File: src/rtl/cmpx_pkg.sv
package cmpx_pkg;

  typedef enum logic {
    ROUTE_STRAIGHT = 1'b0,
    ROUTE_CROSSED  = 1'b1
  } route_e;

endpackage

File: src/rtl/cmpx_digit_cmp.sv
module cmpx_digit_cmp #(
  parameter int DIGIT_W = 1
) (
  input  logic [DIGIT_W-1:0] dig_a,
  input  logic [DIGIT_W-1:0] dig_b,
  output logic               differ,
  output logic               a_larger
);

  generate
    if (DIGIT_W == 1) begin : g_bit
      assign differ   = dig_a[0] ^ dig_b[0];
      assign a_larger = dig_a[0] & ~dig_b[0];
    end else begin : g_digit
      assign differ   = (dig_a != dig_b);
      assign a_larger = (dig_a > dig_b);
    end
  endgenerate

endmodule

File: src/rtl/cmpx_route_ctl.sv
module cmpx_route_ctl
  import cmpx_pkg::*;
(
  input  logic   clk,
  input  logic   rst,
  input  logic   in_vld,
  input  logic   differ,
  input  logic   a_larger,
  input  logic   dir_eff,
  output route_e route_now,
  output logic   locked
);

  logic   locked_q;
  route_e route_q;
  logic   want_cross;
  logic   take_now;

  // dir 0 keeps the larger word on out0: cross only when B is larger.
  assign want_cross = dir_eff ? a_larger : ~a_larger;
  assign take_now   = in_vld & ~locked_q & differ;

  always_comb begin
    if (locked_q) begin
      route_now = route_q;
    end else if (take_now && want_cross) begin
      route_now = ROUTE_CROSSED;
    end else begin
      route_now = ROUTE_STRAIGHT;
    end
  end

  always_ff @(posedge clk) begin
    if (rst) begin
      locked_q <= 1'b0;
      route_q  <= ROUTE_STRAIGHT;
    end else if (take_now) begin
      locked_q <= 1'b1;
      route_q  <= want_cross ? ROUTE_CROSSED : ROUTE_STRAIGHT;
    end
  end

  assign locked = locked_q;

endmodule

File: src/rtl/cmpx_xbar.sv
module cmpx_xbar
  import cmpx_pkg::*;
#(
  parameter int DIGIT_W = 1
) (
  input  logic               in_vld,
  input  route_e             route,
  input  logic [DIGIT_W-1:0] in_a,
  input  logic [DIGIT_W-1:0] in_b,
  output logic [DIGIT_W-1:0] out0,
  output logic [DIGIT_W-1:0] out1
);

  always_comb begin
    out0 = '0;
    out1 = '0;
    if (in_vld) begin
      if (route == ROUTE_CROSSED) begin
        out0 = in_b;
        out1 = in_a;
      end else begin
        out0 = in_a;
        out1 = in_b;
      end
    end
  end

endmodule

File: src/rtl/serial_cmpx_node.sv
module serial_cmpx_node
  import cmpx_pkg::*;
#(
  parameter int DIGIT_W   = 1,
  parameter bit DIR_EN    = 1'b1,
  parameter bit FIXED_DIR = 1'b0
) (
  input  logic               clk,
  input  logic               rst,
  input  logic               in_vld,
  input  logic               dir,
  input  logic [DIGIT_W-1:0] in_a,
  input  logic [DIGIT_W-1:0] in_b,
  output logic               out_vld,
  output logic [DIGIT_W-1:0] out0,
  output logic [DIGIT_W-1:0] out1
);

  logic   differ;
  logic   a_larger;
  logic   dir_eff;
  logic   locked;
  route_e route_now;

  generate
    if (DIR_EN) begin : g_dir_port
      assign dir_eff = dir;
    end else begin : g_dir_fixed
      assign dir_eff = FIXED_DIR;
    end
  endgenerate

  cmpx_digit_cmp #(.DIGIT_W(DIGIT_W)) u_cmp (
    .dig_a    (in_a),
    .dig_b    (in_b),
    .differ   (differ),
    .a_larger (a_larger)
  );

  cmpx_route_ctl u_ctl (
    .clk       (clk),
    .rst       (rst),
    .in_vld    (in_vld),
    .differ    (differ),
    .a_larger  (a_larger),
    .dir_eff   (dir_eff),
    .route_now (route_now),
    .locked    (locked)
  );

  cmpx_xbar #(.DIGIT_W(DIGIT_W)) u_xbar (
    .in_vld (in_vld),
    .route  (route_now),
    .in_a   (in_a),
    .in_b   (in_b),
    .out0   (out0),
    .out1   (out1)
  );

  assign out_vld = in_vld;

endmodule

File: config.mk
export PLATFORM = sky130hd
export DESIGN_NAME = serial_cmpx_node
export DESIGN_NICKNAME = d
export VERILOG_FILES = /design/src/rtl/cmpx_pkg.sv /design/src/rtl/cmpx_digit_cmp.sv /design/src/rtl/cmpx_route_ctl.sv /design/src/rtl/cmpx_xbar.sv /design/src/rtl/serial_cmpx_node.sv
export SDC_FILE = /design/constraint.sdc
export NUM_CORES = 1
export LEC_CHECK = 0
export ABC_AREA = 1
export BUFFER_PORTS_ARGS = -buffer_cell sky130_fd_sc_hd__buf_2
export CORE_AREA = 2 2 39 41
export CTS_CLUSTER_DIAMETER = 50
export CTS_CLUSTER_SIZE = 8
export DETAILED_ROUTE_END_ITERATION = 10
export DIE_AREA = 0 0 41 43
export GPL_ROUTABILITY_DRIVEN = 1
export GPL_TIMING_DRIVEN = 0
export PLACE_DENSITY = 0.3
export SYNTH_ARGS = -nofsm -noshare
export SYNTH_HDL_FRONTEND = slang
export SYNTH_HIERARCHICAL = 1
export SYNTH_SLANG_ARGS = --single-unit
File: constraint.sdc
create_clock -name clk -period 1.4 [get_ports clk]
set_input_delay 0.28 -clock clk [delete_from_list [all_inputs] [get_ports clk]]
set_output_delay 0.28 -clock clk [all_outputs]
set_load 0.03 [all_outputs]
---- After elaboration in Yosys (flattened, before gate mapping) ----
Index checks and enable logic that the tools add are counted.
cells by class
  reductions and logical operators ........ 1
  bitwise operators ....................... 7
  eq/ne operators ......................... 0
  $lt $le $gt $ge ......................... 0
  shift operators ......................... 0
  multipliers ............................. 0
  div/mod/pow operators ................... 0
  mux-type cells .......................... 8
  add/subtract/negate cells ............... 0
operator list
  cell               count
  1-bit two-way mux  8
  1-bit AND          3
  1-bit NOT          3
  1-bit logical AND  1
  1-bit XOR          1
word-level totals
  logic and storage cells ................. 18
  memory bits (writable) .................. 0
  ROM bits ................................ 0
  register bits ........................... 2
  memories ................................ 0
  output and inout bits ................... 3
  latch bits .............................. 0

---- Longest topological paths before layout ----
Gate-level depths: netlist (run 1).
  word-level depth ........................ 9
  gate-level depth with buffers ........... 10

---- Cells and area by module ----
Netlist (run 1), hierarchy kept.
modules (own cells, without submodules)
  module            cells an instance  times used  area each (µm²)
  cmpx_route_ctl    17                 1           103.8
  cmpx_xbar         10                 1           42.5
  cmpx_digit_cmp    3                  1           20.0
  serial_cmpx_node  1                  1           7.5

---- Worst setup path after synthesis (run 1) ----
No wires, ideal clock.
  path type ............................... input -> output
  start point ............................. input port in_b
  end point ............................... output port out0
  path slack .............................. -0.156 ns
  arrival time ............................ 1.276 ns
  stages .................................. 9
  cells stage by stage .................... inv_1 -> ha_1 -> inv_1 -> nand2_1 -> nor2_1 -> nand2_1 -> nand2_1 -> nor2_1 -> nor2_2
RTL lines
  element            RTL line                RTL
  start, declared    serial_cmpx_node.sv:13  input logic [DIGIT_W-1:0] in_b,
  1-bit XOR          cmpx_digit_cmp.sv:12    assign differ = dig_a[0] ^ dig_b[0];
  via differ         serial_cmpx_node.sv:19  logic differ;
  1-bit AND          cmpx_route_ctl.sv:21    assign take_now = in_vld & ~locked_q & differ;
  1-bit logical AND  cmpx_route_ctl.sv:26    end else if (take_now && want_cross) begin
  1-bit two-way mux  cmpx_route_ctl.sv:26
  1-bit two-way mux  cmpx_route_ctl.sv:24    if (locked_q) begin
  via route_now      serial_cmpx_node.sv:23  route_e route_now;
  1-bit two-way mux  cmpx_xbar.sv:18         if (route == ROUTE_CROSSED) begin
  1-bit two-way mux  cmpx_xbar.sv:17         if (in_vld) begin
  end, declared      serial_cmpx_node.sv:15  output logic [DIGIT_W-1:0] out0,
The timed path passes the listed nets, and every way through them passes these cells.

---- Worst setup path in the final report (run 1) ----
  start point ............................. input port in_b
  end point ............................... output port out1
RTL lines
  element            RTL line                RTL
  1-bit XOR          cmpx_digit_cmp.sv:12
  via differ         serial_cmpx_node.sv:19
  1-bit AND          cmpx_route_ctl.sv:21
  1-bit logical AND  cmpx_route_ctl.sv:26
  1-bit two-way mux  cmpx_route_ctl.sv:26
  1-bit two-way mux  cmpx_route_ctl.sv:24
  via route_now      serial_cmpx_node.sv:23
  1-bit two-way mux  cmpx_xbar.sv:18
  1-bit two-way mux  cmpx_xbar.sv:17
  end, declared      serial_cmpx_node.sv:16  output logic [DIGIT_W-1:0] out1
The timed path passes the listed nets, and every way through them passes these cells.

==> flow_summary.ini, run 1 <==
[status]
status = complete, but fails checks
failed_checks = negative setup slack

[setup_path]
required_ps = 1120
r2r_start = u_ctl/locked
crit_fanout = 4
startpoint = in_b
worst-setup-path-type = primary input to primary output
cp-start-kind = primary input
max_stage_delay_ps = 180
crit_chain = buf_12, inv_12, ha_4, inv_2, nand2_2, nor2_1, nand2_1, nand2_2, nand2_2, nand2_2, nor2_4, buf_6
crit_arrival_ps = 1310
crit_top_cell = nand2_2
critPathCaptureType = primary output
critical-path-slowest-cell = ha_4

[final_layout]
nets = 59
layout_commonest_cell = buf_4
final_cell_mix = 9 x buf_4, 6 x nand2_1, 6 x nand2_2
layout-area-overhead-vs-synth_pct = 133
multi_input_area_um2 = 143
drive_gt1_share_pct = 68.0
diodes = 0
num-fill-cells = 158
regArea_um2 = 40.0

[floorplan]
fp-row-count = 14
die_x_um = 41
start_util_pct = 12.6
ioPinCount = 9
die_area_um2 = 1760
die_h_um = 43
coreArea_um2 = 1380

[route]
post_drt_wl_per_cell_um = 7.82
drt_wl_total_um = 516
dr.pass1.iters = 4
drc = 0
via_per_inst = 3.82
drtAntennaViolNets = 0
vias = 252
drt_iter0_drc = 4

[clock_tree]
cts_hold_buf = 0
cts_buffers = 3
clock-sinks = 2
clock_latency_ps = 220
clk_path_buf_depth = 2
cts_max_level = 1
root_buffer = clkbuf_4
cts_tree = done
cts.clk_slew.worst_paths_ps = 30

[timing]
worstMarginPinSlew_ps = 152
relSlewSlack_pct = 89.9
fin_crit_sh_pct = 114
setup_viol_count_final = 2
rsz0062_at_grt = true
fin_crit_ps = 1590
hold_viol = 0
fin_skew_ps = 1.62
maxSlewViolCount = 0
fin_ws_ps = -191
fmax_mhz = 629
tns_ps = -382

[global_route]
antenna_found_initial = 0
grt-ovfl-total = 0
grt_max_degree = 6
grt_pass1_vias = 260
track_usage_pct = 8.91
grt_pass1_wl_um = 972

[pwr]
finalPower_mw = 0.307
p_leak_nw = 0.201
powerDensity_nw_per_um2 = 757
ir_worst_vdd_mv = 0.350

[place]
io_buffers = 8
gp_congestion = 0.610
hpwl_um = 331

[flow_run]
cap_violations = 0

[synth]
yosysTopAreaCell = nand2_1
synth.yosys.seq_area_share_pct = 23.0
yosysWarnings = 6
netlist_top_cells_area = nand2_1 26%, dfxtp_1 23%, inv_1 15%
syn_inst = 31
synth-seq-cells = 2
synth.net_count = 38
syn_area_um2 = 174
synth_top_area_share_pct = 25.9
synthDistinctLibCells = 10
syn_area_per_cell_um2 = 5.61

[min_path]
hold_start = rst
min_path_type = primary input to flop
==> stage by stage <==
step	cells	setup WS, ps	utilization [%]	cell area (µm²)	hold slack [ps]
floorplan	31	-36.7	-	224	342
global placement	55	-387	20.5	284	456
detailed placement	55	-408	20.5	284	457
CTS	67	-200	29.8	413	216
global route	66	-304	29.3	405	225
finish	66	-191	29.3	405	228
==> state kept, by name (all words and copies together) (netlist names) <==
name           count
u_ctl/locked       1
u_ctl/route_q      1
==> per-layer routing <==
metal	up-vias	share of wire (%)	wire length (µm)	global-route usage [%]
met5	-	0	0	0
met4	0	7.0	36	12.0
met3	4	6.4	33	3.14
met2	10	48	247	11.9
met1	110	39	199	8.60
li1	128	-	-	-
==> critical path: cells and delay by family <==
| kind | cells | cell delay [ps] |
|---|---|---|
| buffers and inverters | 4 | 330 |
| and+or+nand+nor | 7 | 510 |
| adders and majority gates | 1 | 180 |
==> report_power, final <==
part / switching, mW / internal, mW / leakage, nW / total (mW)
clock network: 0.0309 / 0.0944 / 0.0138 / 0.125
registers: 0.00218 / 0.0616 / 0.0164 / 0.0638
logic: 0.0568 / 0.0609 / 0.171 / 0.118
==> cell type report <==
| cell class | count | area share, % |
|---|---|---|
| tap | 16 | 4.94 |
| sequential | 2 | 9.88 |
| clock buffer | 3 | 5.56 |
| buffer | 1 | 1.85 |
| timing repair buffer | 16 | 33.0 |
| multi-input combinational | 21 | 35.2 |
| inverter | 7 | 9.57 |
==> final timing paths <==
| kind | to | slack (ps) | depth (start not counted) |
|---|---|---|---|
| min reg2reg | u_ctl/route_q | 470 | 2 |
| max | out1 | -190 | 12 |
| min | u_ctl/route_q | 230 | 2 |
| max reg2reg | u_ctl/route_q | 230 | 7 |
==> kinds of logic (layout without fill, tap and decap cells) <==
logic type / Yosys count / in the layout / share of synthesized area [%]
adder cells (fa/ha/maj): 1 / 1 / 7.19
AND/OR/NAND/NOR: 18 / 18 / 42.4
AO/OA/AOI/OAI: 2 / 2 / 7.91
buffers and inverters: 8 / 27 / 19.4
flip-flops: 2 / 2 / 23.0
==> timing repair <==
action / in CTS / in global routing
setup buffers: 9 / 2
pin swaps: 8 / 5
endpoints found under the setup margin: 2 / 3
gates resized for setup: 12 / 0
==> Yosys cell counts (all sizes together) <==
library cell,instances
nand2,12
inv,7
buf,1
a21oi,2
nand3,1
nor2,5
dfxtp,2
ha,1
Power figures use the tool's default switching activity.
==> run 2, diff against run 1 <==
clock period = 2 ns   (was 1.4 ns; I/O delays follow)
==> run 2 against run 1 <==
Against the previous run:
- the flow now finishes without violations
- worst setup slack better by 260 ps
- register-to-register slack better by 1000 ps
- clock-buffer cell count stayed put
- clock skew hardly changed
- sequential cell count stayed put
- sequential share of layout area is 3.9 points higher
- global-route usage is 3.3 points lower
- non-clock buffer count is 6 lower
- utilization is 8.2 points lower
- routed wire length is 20% lower
- sequential power is 29% lower
==> flow_summary.ini, run 2 (same netlist as run 1, synthesis figures left out) <==
[final_layout]
final_cell_mix = 10 x nand2_1, 6 x buf_2, 6 x inv_1
layout_commonest_cell = nand2_1
nets = 53
final_core_util_pct = 21.1
layout-area-overhead-vs-synth_pct = 67.6
fin_area_um2 = 292
drive_gt1_share_pct = 47.7
diodes = 0
num-fill-cells = 169

[place]
place_area_um2 = 234
hpwl_um = 310
io_buffers = 8
gp_congestion = 0.678
preCtsSetupSlack_ps = -12.8

[route]
via_per_inst = 3.43
vias = 206
top_layer = met3
dr.pass1.iters = 1
wl_met1_um = 194
drc = 0
post_drt_wl_per_cell_um = 6.88
drt_wl_total_um = 413
wl_met3_um = 23
drtAntennaViolNets = 0
wl_met2_um = 196
drt_iter0_drc = 0

[pwr]
p_leak_nw = 0.161
powerDensity_nw_per_um2 = 639
ir_worst_vdd_mv = 0.186

[clock_tree]
cts_tree = done
root_buffer = clkbuf_4
cts.clk_slew.worst_paths_ps = 30
cts_hold_buf = 0
clock-sinks = 2
clock_latency_ps = 220
clk_path_buf_depth = 2
cts_buffers = 3
cts_max_level = 1

[setup_path]
max_stage_delay_ps = 290
cp-start-kind = primary input
worst-setup-path-type = primary input to primary output
crit_fanout = 4
required_ps = 1600
critical-path-slowest-cell = ha_1
crit_top_cell = nand2_1
crit_chain = buf_2, inv_1, ha_1, inv_2, nand2_2, nor2_2, nand2_1, nand2_2, nand2_1, nand2_1, nor2_2, buf_6
crit_arrival_ps = 1540
critPathCaptureType = primary output

[timing]
fin_crit_ps = 1940
fin_ws_ps = 64.1
hold_viol = 0
fin_crit_sh_pct = 96.8
relSlewSlack_pct = 89.8
fin_skew_ps = 1.20
tns_ps = 0
maxSlewViolCount = 0
worstMarginPinSlew_ps = 154
fmax_mhz = 517
setup_viol_count_final = 0
hold_slack_ps = 357

[status]
status = finished clean

[min_path]
min_path_type = primary input to flop

[flow_run]
cap_violations = 0

[floorplan]
coreArea_um2 = 1380
die_x_um = 41
die_area_um2 = 1760
die_h_um = 43
fp-row-count = 14
ioPinCount = 9
start_util_pct = 12.6

[global_route]
track_usage_pct = 5.61
grt_max_degree = 6
antenna_found_initial = 0
grt-ovfl-total = 0
grt_pass1_vias = 192
grt_pass1_wl_um = 669
-- run 2: cell count changes in the layout (fill, tap and decap cells not counted), sizes merged --
| cell | change |
|---|---|
| buf | -6 |
-- run 2: cell type report --
class | instances | area, µm² | area share [%]
Timing Repair Buffer | 10 | 67.6 | 23.2
Buffer | 1 | 7.51 | 2.58
Tap cell | 16 | 20.0 | 6.87
Multi-Input combinational cell | 21 | 108 | 36.9
Sequential cell | 2 | 40.0 | 13.7
Clock buffer | 3 | 22.5 | 7.73
Inverter | 7 | 26.3 | 9.01
-- run 2: per-layer routing --
layer,vias up,track usage [%]
met2,5,7.81
li1,115,-
met1,86,7.03
met4,0,6.00
met5,-,0
met3,0,0
-- run 2: final timing paths --
| path | startpoint | end | slack, ps | depth (start not counted) |
|---|---|---|---|---|
| setup / recovery | in_b | out1 | 60 | 12 |
| hold / removal | rst | u_ctl/route_q | 360 | 2 |
| setup reg to reg | u_ctl/locked | u_ctl/route_q | 1230 | 4 |
| hold reg to reg | u_ctl/route_q | u_ctl/route_q | 470 | 2 |
-- run 2: per-stage QoR --
stage / std cells / power, mW
4_1_cts: 58 / 0.184
3_5_place_dp: 55 / 0.0892
6_report: 60 / 0.186
3_3_place_gp: 55 / 0.0898
5_1_grt: 60 / 0.201
2_1_floorplan: 31 / 0.0749
-- run 2: worst max-delay path, delay by kind of cell --
| kind | cells | cell delay, ps |
|---|---|---|
| AND/OR/NAND/NOR | 7 | 510 |
| buffers and inverters | 4 | 340 |
| adder cells (fa/ha/maj) | 1 | 290 |
-- run 2: report_power, final --
group | internal, mW | switching [mW]
logic | 0.0248 | 0.0301
registers | 0.0432 | 0.00195
clock network | 0.0660 | 0.0203
total | 0.134 | 0.0523
-- run 2: repair_timing --
item	4_1_cts	5_1_grt
setup buffers	0	2
resized for setup	3	5
pin swaps	0	5
setup endpoints to repair	2	2
==> run 3, diff against run 2 <==
ABC_AREA = unset   (was 1)
==> run 3 against run 2 <==
Against the previous run:
- the flow now finishes with violations (negative setup slack)
- sequential power increased by 1%
- critical path type is now primary input to flop
- clock-buffer cell count stayed put
- non-clock buffer count up 13
- synthesized cell count decreased by 39%
- sequential cell count did not move
- hold slack got worse by 13 ps
- die area unchanged
- global-route usage up 2.7 points
- sequential share of layout area shrank 4.2 points
- design area grew 44%
- maximum frequency decreased by 9.7%
==> flow_summary.ini, run 3 <==
[status]
status = complete, but fails checks
failed_checks = negative setup slack

[final_layout]
diodes = 0
layout-area-overhead-vs-synth_pct = 182
nets = 54
layout_commonest_cell = buf_4
drive_gt1_share_pct = 84.4
multi_input_area_um2 = 134
final_cell_mix = 16 x buf_4, 4 x buf_2, 3 x clkbuf_4
num-fill-cells = 157
fin_area_um2 = 419
regArea_um2 = 40.0

[flow_run]
cap_violations = 0

[timing]
relSlewSlack_pct = 86.4
fmax_mhz = 466
worstMarginPinSlew_ps = 203
rsz0062_at_grt = true
fin_crit_ps = 2150
fin_ws_ps = -145
tns_ps = -413
fin_skew_ps = 7.30
fin_crit_sh_pct = 107
setup_viol_count_final = 3
maxSlewViolCount = 0
hold_viol = 0

[route]
via_per_inst = 3.75
vias = 229
drc = 0
post_drt_wl_per_cell_um = 9.89
drtAntennaViolNets = 0
drt_iter0_drc = 0
dr.pass1.iters = 1
drt_wl_total_um = 603

[synth]
async_reset_ff_share_pct = 0
synth_commonest_cells = 3 x nand2_1, 2 x dfxtp_1, 2 x inv_1, 2 x mux2i_1, 2 x nor2b_1
synth_most_common_cell = nand2_1
synth.yosys.seq_area_share_pct = 26.9
synth-seq-cells = 2
netlist_top_cells_area = dfxtp_1 27%, mux2i_1 13%, ha_1 8.4%
synth_edf_count = 0
yosysWarnings = 6
synth.net_count = 26
ys.flop_type = dfxtp_1
syn_area_per_cell_um2 = 7.84
syn_inst = 19
syn_area_um2 = 149
synth_top_area_share_pct = 26.9
yosysTopAreaCell = dfxtp_1
synthDistinctLibCells = 13

[setup_path]
critPathCaptureType = flop
worst-setup-path-type = primary input to flop
crit_fanout = 2
cp-start-kind = primary input
required_ps = 2110
critical-path-slowest-cell = ha_4
max_stage_delay_ps = 250
crit_chain = buf_8, inv_4, ha_4, inv_2, buf_4, buf_4, buf_4, buf_4, buf_4, buf_4, buf_4, buf_4, buf_4, buf_4, buf_4, a21oi_2, nor2_1
crit_top_cell = buf_4
crit_arrival_ps = 2260

[place]
place_area_um2 = 221
hpwl_um = 276
io_buffers = 8
gp_congestion = 0.568

[clock_tree]
clk_path_buf_depth = 2
cts_buffers = 3
cts_hold_buf = 0
clock_latency_ps = 230
cts.clk_slew.worst_paths_ps = 30
cts_max_level = 1
cts_tree = done
clock-sinks = 2
root_buffer = clkbuf_4

[global_route]
grt_pass1_wl_um = 917
grt_pass1_vias = 256
antenna_found_initial = 0
grt_max_degree = 6
grt-ovfl-total = 0
track_usage_pct = 8.31

[floorplan]
die_x_um = 41
die_area_um2 = 1760
coreArea_um2 = 1380
fp-row-count = 14
ioPinCount = 9
die_h_um = 43
start_util_pct = 10.8

[min_path]
min_path_type = primary input to flop

[pwr]
p_leak_nw = 0.202
powerDensity_nw_per_um2 = 570
ir_worst_vdd_mv = 0.150
[run 3: changes by cell type after synthesis, sizes merged]
| cell | before | now |
|---|---|---|
| inv | 7 | 2 |
| mux2i | 0 | 2 |
| nand2 | 12 | 3 |
| nand3 | 1 | 0 |
| nor2 | 5 | 1 |
| nor2b | 0 | 2 |
| o21ai | 0 | 1 |
| or3 | 0 | 1 |
| xor2 | 0 | 1 |
[run 3: final cells by class]
cell class                 count  area share, %
sequential                     2           9.55
inverter                       2           2.39
tap                           16           4.78
buffer                         1           1.79
multi-input combinational     14           31.9
timing repair buffer          23           44.2
clock buffer                   3           5.37
[run 3: path summary, 6_finish.rpt]
kind,end,from,slack [ps],cells past startpoint
max,u_ctl/locked,in_b,-150,17
min,u_ctl/route_q,rst,340,2
max reg2reg,u_ctl/route_q,u_ctl/locked,1020,3
min reg2reg,u_ctl/route_q,u_ctl/route_q,500,2
[run 3: per-layer routing]
layer | global-route usage (%) | wire, µm | vias to the layer above
li1 | - | - | 114
met1 | 6.37 | 222 | 106
met2 | 15.0 | 342 | 9
met3 | 1.57 | 38 | 0
met4 | 8.00 | 0 | 0
met5 | 0 | 0 | -
[run 3: cell families after synthesis]
group	count (synthesis)	synth area share [%]
AND/OR/NAND/NOR	7	22.7
AO/OA/AOI/OAI	3	12.6
buffers and inverters	3	10.1
multiplexers	2	13.4
flip-flops	2	26.9
XOR/XNOR	1	5.88
adder cells (fa/ha/maj)	1	8.40
[run 3: critical path, delay by kind of cell]
family	cells	cell delay (ps)
fa+ha+maj	1	250
simple gates	1	50
buf+inv	14	1460
compound gates	1	110
[run 3: repair_timing]
action	in CTS	in global routing
setup endpoints to repair	2	3
pin swaps	3	4
endpoints found under the hold margin	0	0
resized for setup	14	3
buffers inserted	13	2
[run 3: per-stage QoR]
stage          hold WS [ps]  utilization (%)  cells  setup slack (ps)  total power, mW
5_1_grt                 345             30.3     61              -202            0.257
3_5_place_dp            498             16.0     43              -217           0.0882
6_report                345             30.3     61              -145            0.239
4_1_cts                 335             28.4     59              -136            0.235
2_1_floorplan           462                -     19              1.90           0.0747
3_3_place_gp            484             16.0     43              -200           0.0872
[run 3: power by group]
part | internal (mW) | switching [mW] | total, mW
logic | 0.0629 | 0.0387 | 0.102
registers | 0.0433 | 0.00238 | 0.0457
clock network | 0.0664 | 0.0254 | 0.0918
